## config.mk

```make
export PLATFORM = sky130hd
export DESIGN_NAME = palette_clut
export DESIGN_NICKNAME = d
export VERILOG_FILES = /design/src/rtl/palette_clut.sv
export SDC_FILE = /design/constraint.sdc
export NUM_CORES = 2
export LEC_CHECK = 0
export ABC_AREA = 1
export BUFFER_PORTS_ARGS = -buffer_cell sky130_fd_sc_hd__buf_4
export CAP_MARGIN = 20
export CORE_MARGIN = 2
export CORE_UTILIZATION = 50
export DETAILED_ROUTE_END_ITERATION = 6
export PLACE_DENSITY = 0.65
export SYNTH_ARGS = -nofsm -noshare
export SYNTH_HDL_FRONTEND = slang
export SYNTH_SLANG_ARGS = --single-unit
export TNS_END_PERCENT = 100
```

## constraint.sdc

```tcl
create_clock -name clk -period 6.97 [get_ports clk]
set_clock_uncertainty 0.1 [all_clocks]
set_input_delay 0.697 -clock clk [delete_from_list [all_inputs] [get_ports clk]]
set_output_delay 0.697 -clock clk [all_outputs]
set_load 0.005 [all_outputs]
```

## src/rtl/palette_clut.sv

```systemverilog
module palette_clut (
  input  logic        clk,
  input  logic        rst_n,
  input  logic [31:0] word_data,
  input  logic        word_valid,
  output logic        word_ready,
  output logic        load_done,
  input  logic [15:0] pix,
  output logic [11:0] rgb
);
  localparam int ENTRIES = 256;
  localparam int IW      = $clog2(ENTRIES);

  logic [11:0]        table_q [ENTRIES];
  logic [ENTRIES-1:0] filled;
  logic               busy, loaded, bypass;
  logic [IW-1:0]      cnt, last_q;

  function automatic logic [IW-1:0] last_word(input logic [3:0] code);
    if (code == 4'd3)     return IW'(128);
    else if (code < 4'd3) return IW'(64);
    else                  return IW'(8);
  endfunction

  wire           first = word_valid && !busy;
  wire [IW-1:0]  lim   = first ? last_word(word_data[15:12]) : last_q;
  wire [IW-1:0]  k     = first ? '0 : cnt;
  wire           store = word_valid && (k < lim);
  wire           fin   = word_valid && (k == lim);
  wire [IW-1:0]  ia    = {k[IW-2:0], 1'b0};
  wire [IW-1:0]  ib    = {k[IW-2:0], 1'b1};

  assign word_ready = rst_n;

  always_ff @(posedge clk) begin
    if (!rst_n) begin
      busy      <= 1'b0;
      loaded    <= 1'b0;
      bypass    <= 1'b0;
      cnt       <= '0;
      last_q    <= '0;
      load_done <= 1'b0;
    end else begin
      load_done <= fin;
      if (word_valid) begin
        if (first) begin
          last_q <= lim;
          bypass <= (word_data[15:12] > 4'd3);
          loaded <= 1'b0;
        end
        busy <= !fin;
        cnt  <= k + 1'b1;
        if (fin) loaded <= 1'b1;
      end
    end
  end

  always_ff @(posedge clk) begin
    if (!rst_n) filled <= '0;
    else if (word_valid) begin
      if (first) filled <= '0;
      if (store) begin
        filled[ia] <= 1'b1;
        filled[ib] <= 1'b1;
      end
    end
  end

  always_ff @(posedge clk) begin
    if (store) begin
      table_q[ia] <= word_data[11:0];
      table_q[ib] <= word_data[27:16];
    end
  end

  always_ff @(posedge clk) begin
    if (!rst_n)       rgb <= '0;
    else if (!loaded) rgb <= '0;
    else if (bypass)  rgb <= {pix[15:12], pix[10:7], pix[4:1]};
    else              rgb <= filled[pix[7:0]] ? table_q[pix[7:0]] : 12'h000;
  end

  a_r3_done_single: assert property (@(posedge clk) disable iff (!rst_n)
    load_done |=> !load_done);
  a_r3_done_after_word: assert property (@(posedge clk) disable iff (!rst_n)
    load_done |-> $past(word_valid));
  a_r8_zero_unloaded: assert property (@(posedge clk) disable iff (!rst_n)
    !loaded |=> rgb == 12'h000);
  a_r7_bypass: assert property (@(posedge clk) disable iff (!rst_n)
    (loaded && bypass) |=> rgb == {$past(pix[15:12]), $past(pix[10:7]), $past(pix[4:1])});
  a_r2_count_bound: assert property (@(posedge clk) disable iff (!rst_n)
    cnt <= IW'(128) || !busy);
  a_r9_ready: assert property (@(posedge clk) disable iff (!rst_n) word_ready);
endmodule

```

### Word level (Yosys, flattened, before mapping)

Memories as Yosys holds them, arrays and structs flattened.
Index checks and enable logic that the tools add are counted.
Widths: inputs -> output; s select.

| word-level totals | value |
|---|---|
| flip-flop bits (word level) | 288 |
| bits in writable memories | 3072 |
| memories | 1 |

Memories:

| memory | words | bits a word | rd ports | clocked after memory_dff | wr ports | RTL line | RTL |
|---|---|---|---|---|---|---|---|
| table_q | 256 | 12 | 1 | 0 | 2 | 14 | `logic [11:0] table_q [ENTRIES];` |

| operators by class | value |
|---|---|
| $add $sub $neg | 1 |
| magnitude comparators | 8 |
| eq/ne operators | 2 |
| muxes and demuxes | 20 |
| bitwise gates (word level) | 2 |
| reductions and logical operators | 11 |

Operators with widths:

| cell | number |
|---|---|
| $mux 256 | 4 |
| $or 256x255->256 | 1 |
| $or 256x256->256 | 1 |
| $lt 8x9->1 const B | 3 |
| $mux 12 | 2 |
| $mux 8 | 3 |
| $ge 8x1->1 const B | 2 |
| $demux 1 s7 | 2 |
| $add 8x1->8 const B | 1 |
| $bmux 1 s8 | 1 |
| $eq 8x8->1 | 1 |
| $lt 8x8->1 | 1 |
| $mux 1 | 7 |
| $mux 7 | 1 |
| $reduce_and 2->1 | 3 |
| $logic_and 1x1->1 | 5 |
| $eq 4x2->1 const B | 1 |
| $gt 4x2->1 const B | 1 |
| $lt 4x2->1 const B | 1 |
| $logic_not 1->1 | 2 |
| $reduce_bool 2->1 | 1 |

### Depth between registers and ports, before layout

| depth | value |
|---|---|
| depth after elaboration | 10 |
| depth in mapped cells | 18 |

### Worst setup path before layout

OpenSTA, ideal clock, no wires.

| timing | value |
|---|---|
| path type | input to register |
| start | input port word_valid |
| end | memory table_q[254][0], enable pin |
| data arrival time | 5058 ps |
| required time | 6404 ps |
| path slack | 1346 ps |
| stages | 13 |
| cells stage by stage | buf_4 inv_2 nor2_4 inv_2 buf_4 clkbuf_1 nand2_1 ha_1 a21oi_1 nor2_1 a2111oi_1 nand2_4 nor4_1 |

RTL lines:

| what | RTL line | RTL |
|---|---|---|
| start: declaration | 5 | `input logic word_valid,` |
| end: declaration | 14 |  |

==> impl_metrics.ini <==
[run_status]
run_status = finished with violations
violations = DRC

[clocking]
clock_latency_ps = 950
htreeDepth = 5
post-cts-setup-buffers = 0
cts.sinks = 3360
cts_root_buf = clkbuf_16
cts_tree = yes
cts_buffer_depth = 4
cts_inserted_buffers = 351
clk_pin_slew_ps = 60

[floorplan]
io-pin-count = 65
rows = 190
die-height_um = 523
start_util = 0.503
coreArea_mm2 = 0.268
fp.dieW_um = 523
dieArea_mm2 = 0.274

[synth]
synth_fa_ha_area_frac = 0.000557
seq_area_frac_synth = 0.727
avgSynthCellArea_um2 = 11.4
ys_seq_elements = 3360
synth-simple-area-share = 0.231
syn-instance-count = 11810
synth_top_family_by_area = simple AND/OR/NAND/NOR gates
synth_area_mm2 = 0.135
synth_fp_nets = 11867
ys_types = 33
synth-compound-area-share = 0.0109
synthXorXnorAreaFrac = 0
synth.area.mux_share = 0
yosysWarnings = 0

[timing]
final.period_utilization = 0.814
hold_viol = 0
timing.fmax_mhz = 176
rsz0062_at_grt = no
slew_violations = 0
period_minus_slack_ps = 5670
worst_pin_slew_ps = 1120
setup_viol = 0
maxSlewHeadroom = 0.252
holdWs_ps = 62.1
finalSetupTns_ps = 0

[power]
p_leak_nw = 52.9
p_per_area_mw_per_mm2 = 285
peakVddDrop_uv = 292

[critical_path]
cp_max_fo = 93
cp.required_ps = 7440
arrival_ps = 6150
crit_chain = dlygate4sd3_1, buf_4, inv_2, nor2_4, clkinv_4, buf_4, nand2_1, ha_1, a21oi_1, nor2_1, a2111oi_1, nand2_4, inv_2, nand2_1, inv_2, nand2_1, inv_1
crit_family = buffers and inverters
crit_path_end_kind = flip-flop
cp.buffers_inverters = 8
crit_path_max_incr_delay_ps = 870
crit_path_start_kind = input pin
slowest_stage = inv_1
critical_path_class = input pin to flip-flop

[layout]
nets = 11664
drive_gt1_frac = 0.0631
syn2layout_area_growth_pct = 11.1
fin_cells = 15432
seq_area_mm2 = 0.0980
mostFrequentLayoutCells = nand2_1, nand3_1, edfxtp_1
fillers = 21676
multi_input_area_mm2 = 0.0327
final_common_cell = nand2_1

[placed_design]
hpwl_um = 192000
globalplace.congestion = 0.874
place_inst = 14780
io_buffers = 59

[detailed_routing]
totalWireLength_um = 369000
drtPass1Iterations = 7
detail-route-antenna-nets = 0
drc = 16
dr_total_vias = 91190
routedWlPerCell_um = 23.9
vias_per_cell = 5.91
drt_iter0_markers = 11241

[global_routing]
grtUsageTotal = 0.265
grt_max_degree = 198
overflow = 0
antenna_found_initial = 17
grt_pass1_wl_um = 545000
grt_pass1_vias = 87089

[run]
cap_viol_max_count = 0

[min_path]
hp-class = input pin to flip-flop
report_power, final:
part,switching [mW],internal (mW)
clock network,7.52,10.6
logic,2.00,0.568
registers,0.0123,22.0
cell type report:
class | count | area share
Timing Repair Buffer | 249 | 0.0188
Multi-Input combinational cell | 7470 | 0.218
Clock buffer | 472 | 0.0645
Antenna cell | 7 | 0.000117
Sequential cell | 3360 | 0.655
Tap cell | 3552 | 0.0297
Inverter | 175 | 0.00469
Clock inverter | 147 | 0.00918
Yosys cell counts:
master / instances / share of area
nand2_1: 3802 / 0.11
nand3_1: 3295 / 0.12
edfxtp_1: 3072 / 0.68
clkbuf_1: 342 / 0.0095
buf_2: 292 / 0.011
dfxtp_1: 288 / 0.043
a21oi_1: 272 / 0.010
inv_1: 166 / 0.0046
buf_1: 161 / 0.0045
nor2_1: 58 / 0.0016
buf_4: 10 / 0.00056
nor3_1: 8 / 0.00030
inv_2: 7 / 0.00019
ha_1: 6 / 0.00056
nor3_4: 5 / 0.00060
o21ai_0: 5 / 0.00019
nor2_2: 3 / 0.00014
a211oi_1: 2 / 0.00011
clkinv_1: 2 / 0.000056
a2111oi_1: 1 / 0.000074
a21boi_1: 1 / 0.000056
a22oi_1: 1 / 0.000056
a31oi_1: 1 / 0.000046
and3_1: 1 / 0.000046
nand2_4: 1 / 0.000084
nand4_1: 1 / 0.000046
nor2_4: 1 / 0.000084
nor4_1: 1 / 0.000046
o211a_1: 1 / 0.000074
o21a_1: 1 / 0.000056
o21ai_1: 1 / 0.000037
o21ai_2: 1 / 0.000065
o22ai_1: 1 / 0.000046
repair_timing:
action                                 CTS  global route
endpoints found under the hold margin   26             0
hold buffers                            11             0
gates resized for setup                  0             0
state kept, by name, summed over array words and instances (netlist names):
| register | cells |
|---|---|
| cnt | 8 |
| busy | 1 |
| filled | 256 |
| load_done | 1 |
| bypass | 1 |
| loaded | 1 |
| last_q | 8 |
| rgb | 12 |
| table_q | 3072 |
cells by family after synthesis:
group / after synthesis
buf+inv: 980
flops: 3360
compound gates: 288
simple gates: 7176
fa+ha+maj: 6
worst paths after layout:
kind,start,cells past startpoint,end,slack (ps)
min,word_data[10],1,table_q[176][10],60
max reg2reg,busy,14,table_q[39][2],1580
min reg2reg,last_q[0],2,last_q[0],360
max,word_valid,17,table_q[39][2],1300
layer usage:
layer	share of wire	global-route usage	up-vias	wire length (µm)
li1	-	-	41221	-
met1	0.40	0.364	44705	147000
met2	0.47	0.423	4503	173000
met3	0.092	0.0448	751	33900
met4	0.040	0.106	10	14800
met5	0.00017	0	-	64
per-stage QoR:
stage               setup WS (ps)  cell area, µm²   util  total power [mW]
global route                 1100          150000  0.558              43.8
finish                       1300          150000  0.558              42.7
detailed placement           1130          138000  0.515              25.0
CTS                          1450          149000  0.557              42.8
global placement             1280          138000  0.515              24.9
floorplan                    1350          135000      -              23.8
(Power assumes the default switching activity.)
